## config.mk

```make
export PLATFORM = sky130hd
export DESIGN_NAME = tri_countdown_timer
export DESIGN_NICKNAME = d
export VERILOG_FILES = /design/src/rtl/tcw_pkg.sv /design/src/rtl/tcw_counter.sv /design/src/rtl/tcw_pending.sv /design/src/rtl/tri_countdown_timer.sv
export SDC_FILE = /design/constraint.sdc
export NUM_CORES = 1
export LEC_CHECK = 0
export BUFFER_PORTS_ARGS = -buffer_cell sky130_fd_sc_hd__buf_2
export CAP_MARGIN = 20
export CORE_MARGIN = 3
export CORE_UTILIZATION = 62
export CTS_BUF_LIST = sky130_fd_sc_hd__clkbuf_16
export DETAILED_ROUTE_END_ITERATION = 8
export GPL_ROUTABILITY_DRIVEN = 0
export PLACE_DENSITY_LB_ADDON = 0.12
export SYNTH_ARGS = -nofsm -noshare
export SYNTH_HDL_FRONTEND = slang
export SYNTH_HIERARCHICAL = 1
export SYNTH_SLANG_ARGS = --single-unit
```

## constraint.sdc

```tcl
create_clock -name clk -period 2.85 [get_ports clk]
set_clock_uncertainty 0.05 [all_clocks]
set_input_delay 0 -clock clk [delete_from_list [all_inputs] [get_ports clk]]
set_output_delay 0 -clock clk [all_outputs]
set_load 0.005 [all_outputs]
```

## src/rtl/tcw_pkg.sv

```systemverilog
package tcw_pkg;
  localparam int NUM_CNT       = 3;
  localparam int CTRL_W        = 2 * NUM_CNT;
  localparam int WORD_CTRL     = 0;
  localparam int WORD_CNT_BASE = 4;   // reload at base+2i, counter at base+2i+1
  localparam int WORD_STAT     = 10;
  localparam int IDX_TICK      = 0;
  localparam int IDX_AUX       = 1;
  localparam int IDX_WD        = 2;
endpackage

```

## src/rtl/tcw_counter.sv

```systemverilog
module tcw_counter #(
  parameter int W = 32
) (
  input  logic         clk,
  input  logic         rst_n,
  input  logic         run,
  input  logic         auto_rl,
  input  logic         rl_wr,
  input  logic         cnt_wr,
  input  logic [W-1:0] wdata,
  output logic [W-1:0] rl_q,
  output logic [W-1:0] cnt_q,
  output logic         expire
);
  localparam logic [W-1:0] ONE = W'(1);

  always_ff @(posedge clk) begin
    if (!rst_n)     rl_q <= '0;
    else if (rl_wr) rl_q <= wdata;
  end

  // Expiry is the 1 -> 0 step of a running counter that no bus write overrides.
  always_comb expire = run && !cnt_wr && (cnt_q == ONE);

  always_ff @(posedge clk) begin
    if (!rst_n)               cnt_q <= '0;
    else if (cnt_wr)          cnt_q <= wdata;
    else if (run) begin
      if (cnt_q != '0)        cnt_q <= cnt_q - ONE;
      else if (auto_rl)       cnt_q <= rl_q;
    end
  end

  assert_hold_when_stopped_R2: assert property (@(posedge clk) disable iff (!rst_n)
    (!run && !cnt_wr) |=> $stable(cnt_q));

  assert_step_by_one_R2: assert property (@(posedge clk) disable iff (!rst_n)
    (run && !cnt_wr && cnt_q != '0) |=> (cnt_q == $past(cnt_q) - ONE));

  assert_reload_at_zero_R3: assert property (@(posedge clk) disable iff (!rst_n)
    (run && auto_rl && !cnt_wr && cnt_q == '0) |=> (cnt_q == $past(rl_q)));

  assert_oneshot_stays_R4: assert property (@(posedge clk) disable iff (!rst_n)
    (run && !auto_rl && !cnt_wr && cnt_q == '0) |=> (cnt_q == '0));

  assert_write_wins_R7: assert property (@(posedge clk) disable iff (!rst_n)
    cnt_wr |=> (cnt_q == $past(wdata)));
endmodule

```

## src/rtl/tcw_pending.sv

```systemverilog
module tcw_pending #(
  parameter int N = 3
) (
  input  logic         clk,
  input  logic         rst_n,
  input  logic [N-1:0] set,
  input  logic         clr_wr,
  input  logic [N-1:0] clr_mask,
  output logic [N-1:0] pend
);
  logic [N-1:0] clr_eff;

  always_comb clr_eff = clr_wr ? clr_mask : '0;

  // A new expiry outranks a clear landing in the same cycle.
  always_ff @(posedge clk) begin
    if (!rst_n) pend <= '0;
    else        pend <= (pend & ~clr_eff) | set;
  end

  genvar i;
  generate
    for (i = 0; i < N; i++) begin : g_chk
      assert_set_sticks_R5: assert property (@(posedge clk) disable iff (!rst_n)
        set[i] |=> pend[i]);
      assert_w1c_R6: assert property (@(posedge clk) disable iff (!rst_n)
        (clr_wr && clr_mask[i] && !set[i]) |=> !pend[i]);
      assert_no_stray_clear_R6: assert property (@(posedge clk) disable iff (!rst_n)
        (pend[i] && !(clr_wr && clr_mask[i])) |=> pend[i]);
    end
  endgenerate
endmodule

```

## src/rtl/tri_countdown_timer.sv

```systemverilog
module tri_countdown_timer
  import tcw_pkg::*;
#(
  parameter int DATA_W = 32,
  parameter int ADDR_W = 4
) (
  input  logic              clk,
  input  logic              rst_n,
  input  logic              bus_wr,
  input  logic [ADDR_W-1:0] bus_addr,
  input  logic [DATA_W-1:0] bus_wdata,
  output logic [DATA_W-1:0] bus_rdata,
  input  logic              rst_out_en,
  output logic              irq,
  output logic [NUM_CNT-1:0] irq_pend,
  output logic              wd_reset_req
);
  localparam logic [ADDR_W-1:0] A_CTRL = ADDR_W'(WORD_CTRL);
  localparam logic [ADDR_W-1:0] A_STAT = ADDR_W'(WORD_STAT);

  logic [CTRL_W-1:0]  ctrl_q;
  logic [DATA_W-1:0]  rl_arr  [NUM_CNT];
  logic [DATA_W-1:0]  cnt_arr [NUM_CNT];
  logic [NUM_CNT-1:0] expire;
  logic               stat_wr;
  logic               addr_reserved;

  always_ff @(posedge clk) begin
    if (!rst_n)                            ctrl_q <= '0;
    else if (bus_wr && bus_addr == A_CTRL) ctrl_q <= bus_wdata[CTRL_W-1:0];
  end

  genvar i;
  generate
    for (i = 0; i < NUM_CNT; i++) begin : g_cnt
      localparam logic [ADDR_W-1:0] A_RL  = ADDR_W'(WORD_CNT_BASE + 2 * i);
      localparam logic [ADDR_W-1:0] A_CNT = ADDR_W'(WORD_CNT_BASE + 2 * i + 1);
      tcw_counter #(.W(DATA_W)) u_cnt (
        .clk     (clk),
        .rst_n   (rst_n),
        .run     (ctrl_q[2*i]),
        .auto_rl (ctrl_q[2*i+1]),
        .rl_wr   (bus_wr && bus_addr == A_RL),
        .cnt_wr  (bus_wr && bus_addr == A_CNT),
        .wdata   (bus_wdata),
        .rl_q    (rl_arr[i]),
        .cnt_q   (cnt_arr[i]),
        .expire  (expire[i])
      );
    end
  endgenerate

  always_comb stat_wr = bus_wr && bus_addr == A_STAT;

  tcw_pending #(.N(NUM_CNT)) u_pend (
    .clk      (clk),
    .rst_n    (rst_n),
    .set      (expire),
    .clr_wr   (stat_wr),
    .clr_mask (bus_wdata[NUM_CNT-1:0]),
    .pend     (irq_pend)
  );

  always_comb irq          = |irq_pend;
  always_comb wd_reset_req = irq_pend[IDX_WD] && rst_out_en;

  always_comb begin
    bus_rdata     = '0;
    addr_reserved = 1'b1;
    if (bus_addr == A_CTRL) begin
      bus_rdata[CTRL_W-1:0] = ctrl_q;
      addr_reserved         = 1'b0;
    end
    if (bus_addr == A_STAT) begin
      bus_rdata[NUM_CNT-1:0] = irq_pend;
      addr_reserved          = 1'b0;
    end
    for (int k = 0; k < NUM_CNT; k++) begin
      if (bus_addr == ADDR_W'(WORD_CNT_BASE + 2 * k)) begin
        bus_rdata     = rl_arr[k];
        addr_reserved = 1'b0;
      end
      if (bus_addr == ADDR_W'(WORD_CNT_BASE + 2 * k + 1)) begin
        bus_rdata     = cnt_arr[k];
        addr_reserved = 1'b0;
      end
    end
  end

  assert_wd_req_follows_enable_R9: assert property (@(posedge clk) disable iff (!rst_n)
    expire[IDX_WD] |=> (wd_reset_req == rst_out_en));

  assert_all_stopped_R8: assert property (@(posedge clk) disable iff (!rst_n)
    (ctrl_q == '0 && !bus_wr) |=>
      ($stable(cnt_arr[IDX_TICK]) && $stable(cnt_arr[IDX_AUX]) && $stable(cnt_arr[IDX_WD])));

  assert_reserved_ignored_R10: assert property (@(posedge clk) disable iff (!rst_n)
    (bus_wr && addr_reserved) |=> ($stable(ctrl_q) && $stable(rl_arr[IDX_TICK]) &&
      $stable(rl_arr[IDX_AUX]) && $stable(rl_arr[IDX_WD])));

  assert_reserved_reads_zero_R10: assert property (@(posedge clk) disable iff (!rst_n)
    addr_reserved |-> (bus_rdata == '0));
endmodule

```

== Yosys cells after proc, flatten, opt, wreduce, memory -nomap -nowiden ==
Index checks and enable logic that the tools add are counted.
Cells by class
  add/subtract/negate cells: 3
  eq/ne operators: 10
  muxes and demuxes: 21
  bitwise operators: 3
  reductions and logical operators: 32
Operators by type and width (number)
  2-to-1 mux 32 bit: 18
  == test 32 x 1 -> 1 bit (second input constant): 3
  nonzero test 32 bit: 3
  subtractor 32 x 1 -> 32 bit (second input constant): 3
  == test 4 x 3 -> 1 bit (second input constant): 4
  logical AND 1 bit: 15
  == test 4 bit (second input constant): 3
  nonzero test 3 bit: 3
  2-to-1 mux 3 bit: 2
  2-to-1 mux 6 bit: 1
  AND reduction 2 bit: 3
  nonzero test 2 bit: 3
  zero test 4 bit: 1
  bitwise AND 3 bit: 1
  zero test 1 bit: 3
  inverter 3 bit: 1
  OR 3 bit: 1
  OR reduction 3 bit: 1
Storage, ports and cells
  register bits after elaboration: 201
  input port bits: 40
  output and inout port bits: 37
  word-level logic and storage cells: 77

== Logic depth before layout (Yosys ltp) ==
  depth after elaboration: 9
  depth in mapped cells: 13
  depth with buffers taken out: 9

== Modules after synthesis ==
Netlist, hierarchy kept.
By module, submodules not included
  tcw_counter at g_cnt[1].u_cnt: times used 1, cells an instance 448, area each 3867.5 um2, seq. area each 1281.2 um2
  tcw_counter at g_cnt[0].u_cnt: times used 1, cells an instance 429, area each 3663.5 um2, seq. area each 1281.2 um2
  tcw_counter at g_cnt[2].u_cnt: times used 1, cells an instance 412, area each 3565.9 um2, seq. area each 1281.2 um2
  tri_countdown_timer: times used 1, cells an instance 303, area each 2109.5 um2, seq. area each 120.1 um2
  tcw_pending: times used 1, cells an instance 12, area each 105.1 um2, seq. area each 60.1 um2

== Worst setup path before layout ==
OpenSTA, ideal clock, no wires.
  kind: reg-to-reg
  start point: reg g_cnt[0].u_cnt.cnt_q[4]
  end point: reg g_cnt[0].u_cnt.cnt_q[3]
  library setup time: 0.122 ns
  arrival: 2.409 ns
  data required time: 2.678 ns
  path slack: 0.269 ns
  cell stages (with the launch flop): 10
  buffers on the path: 4
  period minus slack after synthesis: 2.581 ns
  cells stage by stage: dfxtp_1 > buf_6 > or4_4 > buf_6 > or4_4 > buf_6 > buf_4 > o32ai_2 > a21oi_1 > a221o_1
Between the ends
  longest elaborated chain between the ends: 4
  elaborated cells on any way between the ends: 6
  those cells by class: 3 x mux; 3 x reduce/logical
Ends and longest elaborated chain
  start: declaration: RTL line tcw_counter.sv:12  | output logic [W-1:0] cnt_q,
  start signal: assignment: RTL line tcw_counter.sv:27  | else if (cnt_wr) cnt_q <= wdata;
  start signal: assignment: RTL line tcw_counter.sv:29  | if (cnt_q != '0) cnt_q <= cnt_q - ONE;
  start signal: assignment: RTL line tcw_counter.sv:30  | else if (auto_rl) cnt_q <= rl_q;
  nonzero test 32 bit (*): RTL line tcw_counter.sv:29
  2-to-1 mux 32 bit: RTL line tcw_counter.sv:29
  2-to-1 mux 32 bit: RTL line tcw_counter.sv:28  | else if (run) begin
  2-to-1 mux 32 bit: RTL line tcw_counter.sv:27
Mark *: on every way between the ends. The rest lies on a longest branch, timed or not. The select of a mux whose other input is x is not followed.
A chain may end at the register's enable or synchronous reset.

== Worst setup path in the final report ==
  start point: reg g_cnt[0].u_cnt.cnt_q[1]
  end point: reg g_cnt[0].u_cnt.cnt_q[24]
Between the ends
  longest elaborated chain between the ends: 4
  elaborated cells on any way between the ends: 7
  those cells by class: 1 x add/sub; 3 x mux; 3 x reduce/logical
Ends and longest elaborated chain (RTL line)
  subtractor 32 x 1 -> 32 bit / nonzero test 32 bit (equally long branches): tcw_counter.sv:29
  2-to-1 mux 32 bit: tcw_counter.sv:29
  2-to-1 mux 32 bit: tcw_counter.sv:28
  2-to-1 mux 32 bit: tcw_counter.sv:27
Several ways; a longest one is shown, not always the timed one. The select of a mux whose other input is x is not followed.

==> metrics.md <==
| Metric | Value |
|---|---|
| Outcome | finished, violations left |
| Violated checks | design-rule violations |
| Die extent in y | 153 µm |
| Timing-limited maximum frequency | 0.374 GHz |
| Number of global-route vias before repair | 13000 |
| P_leak | 5.89 nW |
| Worst hold-check path type | primary input to flop |
| Wire length of the first global-routing pass | 75400 µm |
| Minimum setup slack in the final design | 177 ps |
| Endpoint required time on the critical path | 3200 ps |
| Initial antenna violation count | 0 |
| Cell Area, Synth | 0.0133 mm² |
| Count of pins on the block boundary | 77 |
| Number of register bits inferred by synthesis | 201 |
| RSZ-0062 raised after global routing | no |
| Number of remaining DRC errors | 1 |
| Total track usage | 0.401 |
| Via count | 14100 |
| Final hold violations | 0 |
| Relative slew margins | 0.245 |
| Maximum fanout along the worst path | 16 |
| Clock tree from TritonCTS | built |
| Share of the clock period used by the worst path after layout | 0.938 |
| Later-pin clock latency in the skew report | 510 ps |
| Area Overhead vs Synth | 13.6% |
| Sort of element at the end of the critical path | flop |
| Total CTS buffers | 23 |
| Arr. time, crit path | 3020 ps |
| Number of levels in the clock H-tree | 1 |
| Setup TNS after final layout | 0 ps |
| Count of pins over their slew limit | 0 |
| Register clock-pin slew on the reported worst setup and hold paths | 60 ps |
| Synthesized instance count | 1604 |
| Xor-xnor portion of the synthesized cell area | 0.0263 |
| Ys Warns | 6 |
| Detail Placement HPWL | 34700 µm |
| Maximum ir drop on the vdd rail | 0.000485 V |
| Adder-cell share of the synthesized area | 0.00564 |
| Count of cells resized by post-cts repair | 0 |
| First-pass iteration count of the detailed router | 8 |
| Fraction of final layout cells with drive strength greater than 1 | 0.159 |
| Routed len/inst | 24.8 µm |
| Initial Utilization | 0.643 |
| Largest area contributor in the synthesized netlist | sky130_fd_sc_hd__dfxtp_1 |
| Std cell rows | 52 |
| EDFF count, synth | 0 |
| Top post-synthesis cells by area | sky130_fd_sc_hd__dfxtp_1 (30%), sky130_fd_sc_hd__mux2i_1 (11%), sky130_fd_sc_hd__nor2_1 (4.9%) |
| Fraction of post-synthesis cell area in the top cell type by area | 0.302 |
| Post-synthesis cell type count | 101 |
| Largest family of logic cells by synthesized area | simple AND/OR/NAND/NOR gates |
| Core region area | 0.0207 mm² |
| Synthesized-area fraction occupied by and/or/nand/nor cells | 0.254 |
| Max Cap Viol | 0 |
| Aggregate routed wire length | 49400 µm |
| Least-Margin Pin Slew | 1130 ps |
| Longest Clk Path Bufs | 3 |
| Count of inserted antenna diode cells | 0 |
| Antenna violation net count after detailed routing | 0 |
| CP startpoint kind | flop |
| # clock sinks | 201 |
| Die Area | 0.0233 mm² |
| Complex-gate fraction of the synthesized area | 0.216 |
| Largest net degree at the start of global routing | 40 |
| Count of buffers added by post-CTS timing repair for setup | 0 |
| Share of the yosys chip area belonging to registers | 0.302 |
| Fin nets | 1754 |
| Die W | 153 µm |
| Net Count, Synth | 1650 |
| Proportion of register bits with asynchronous set or reset after synthesis | 0 |
| Minimum period implied by the final worst setup slack | 2670 ps |
| Portion of netlist area occupied by mux cells | 0.141 |
| Starting DRT DRC Count | 1736 |
| Clock root cell | sky130_fd_sc_hd__clkbuf_16 |
| Setup Viol. Count Final | 0 |
| Pre-CTS WS | 220 ps |
| Power per cell area | 505 mW/mm² |
| Total congestion overflow after global routing | 0 |
| Worst setup path category | flop to flop |
| Number of I/O port buffers | 76 |
| Commonest register cell after synthesis | sky130_fd_sc_hd__dfxtp_1 |
| Via density | 7.08 |
| Per-instance average area after synthesis | 8.30 µm² |
==> cells by family after synthesis <==
| group | after synthesis |
|---|---|
| compound gates | 396 |
| xor+xnor | 40 |
| fa+ha+maj | 6 |
| buf+inv | 150 |
| flops | 201 |
| mux | 183 |
| simple gates | 628 |
==> power breakdown <==
group / switching (mW) / internal, mW / total (mW)
Combinational: 1.30 / 0.782 / 2.08
Sequential: 0.0761 / 2.86 / 2.94
Clock: 1.18 / 1.44 / 2.62
==> cell type report <==
| cell class | count | area (µm²) |
|---|---|---|
| Multi-Input combinational cell | 1253 | 8580 |
| Fill cell | 1673 | 5570 |
| Sequential cell | 201 | 4020 |
| Timing Repair Buffer | 205 | 1460 |
| Clock buffer | 23 | 576 |
| Tap cell | 270 | 338 |
| Inverter | 24 | 90.1 |
| Clock inverter | 12 | 46.3 |
==> layer usage <==
layer,track usage,vias up,routed length [µm]
li1,-,6249,-
met1,0.527,6553,18200
met3,0.0875,235,6410
met2,0.635,1046,21800
met5,0,-,0
met4,0.182,0,2920
==> Yosys cell counts (23+ instances only) <==
master	instances
sky130_fd_sc_hd__a21oi_1	70
sky130_fd_sc_hd__a31oi_1	46
sky130_fd_sc_hd__buf_2	33
sky130_fd_sc_hd__clkbuf_1	54
sky130_fd_sc_hd__dfxtp_1	201
sky130_fd_sc_hd__inv_1	23
sky130_fd_sc_hd__mux2_2	33
sky130_fd_sc_hd__mux2i_1	145
sky130_fd_sc_hd__nand2_1	123
sky130_fd_sc_hd__nand3_1	47
sky130_fd_sc_hd__nor2_1	174
sky130_fd_sc_hd__nor2b_1	45
sky130_fd_sc_hd__nor3_1	54
sky130_fd_sc_hd__nor4_1	43
sky130_fd_sc_hd__o21ai_0	46
sky130_fd_sc_hd__xnor2_1	27
==> layout by cell type (no fill, tap or decap), types with 18 or more instances in the layout <==
cell type,synthesis,final
sky130_fd_sc_hd__dfxtp_1,201,201
sky130_fd_sc_hd__nor2_1,174,174
sky130_fd_sc_hd__mux2i_1,145,145
sky130_fd_sc_hd__nand2_1,123,123
sky130_fd_sc_hd__buf_4,9,94
sky130_fd_sc_hd__buf_2,33,75
sky130_fd_sc_hd__a21oi_1,70,70
sky130_fd_sc_hd__nor3_1,54,53
sky130_fd_sc_hd__nand3_1,47,47
sky130_fd_sc_hd__a31oi_1,46,46
sky130_fd_sc_hd__o21ai_0,46,46
sky130_fd_sc_hd__nor2b_1,45,45
sky130_fd_sc_hd__nor4_1,43,43
sky130_fd_sc_hd__dlygate4sd3_1,0,34
sky130_fd_sc_hd__mux2_2,33,33
sky130_fd_sc_hd__inv_1,23,29
sky130_fd_sc_hd__xnor2_1,27,27
sky130_fd_sc_hd__clkbuf_16,0,23
sky130_fd_sc_hd__a211oi_1,22,22
sky130_fd_sc_hd__nand4_1,19,19
sky130_fd_sc_hd__o21ai_1,18,18
sky130_fd_sc_hd__a221o_1,18,18
==> registers in the layout (all words and copies together), names as in the netlist <==
signal             count
g_cnt.u_cnt/cnt_q     96
g_cnt.u_cnt/rl_q      96
u_pend/pend            3
ctrl_q                 6
==> final timing paths <==
kind	slack [ps]	startpoint	end	cells after the start
worst max-delay path	180	g_cnt[0].u_cnt/cnt_q[1]	g_cnt[0].u_cnt/cnt_q[24]	7
worst min-delay path	200	bus_addr[0]	u_pend/pend[2]	3
worst max register to register	180	g_cnt[0].u_cnt/cnt_q[1]	g_cnt[0].u_cnt/cnt_q[24]	7
worst min register to register	470	g_cnt[1].u_cnt/rl_q[11]	g_cnt[1].u_cnt/rl_q[11]	2
==> critical path, cell delays in order (launching register included) <==
cell                       delay, ps
sky130_fd_sc_hd__dfxtp_1         360
sky130_fd_sc_hd__inv_1           100
sky130_fd_sc_hd__ha_1            200
sky130_fd_sc_hd__or3b_2          550
sky130_fd_sc_hd__or4_4           580
sky130_fd_sc_hd__nor3_2          300
sky130_fd_sc_hd__a221oi_1        150
sky130_fd_sc_hd__a221o_1         270
==> repair_timing <==
item	4_1_cts	5_1_grt
setup endpoints to repair	0	0
hold buffers	34	0
hold endpoints to repair	192	0
==> stage by stage <==
| stage | cell area (µm²) | total power [mW] | hold WS [ps] | instances | util |
|---|---|---|---|---|---|
| after floorplan | 13300 | 4.37 | 58.0 | 1604 | - |
| after global placement | 14200 | 4.93 | 223 | 1919 | 0.684 |
| after detailed placement | 14200 | 4.95 | 230 | 1919 | 0.684 |
| after CTS | 15100 | 7.56 | 183 | 1988 | 0.731 |
| after global routing | 15100 | 7.88 | 243 | 1988 | 0.731 |
| final | 15100 | 7.64 | 202 | 1988 | 0.731 |
(Power assumes the default switching activity.)
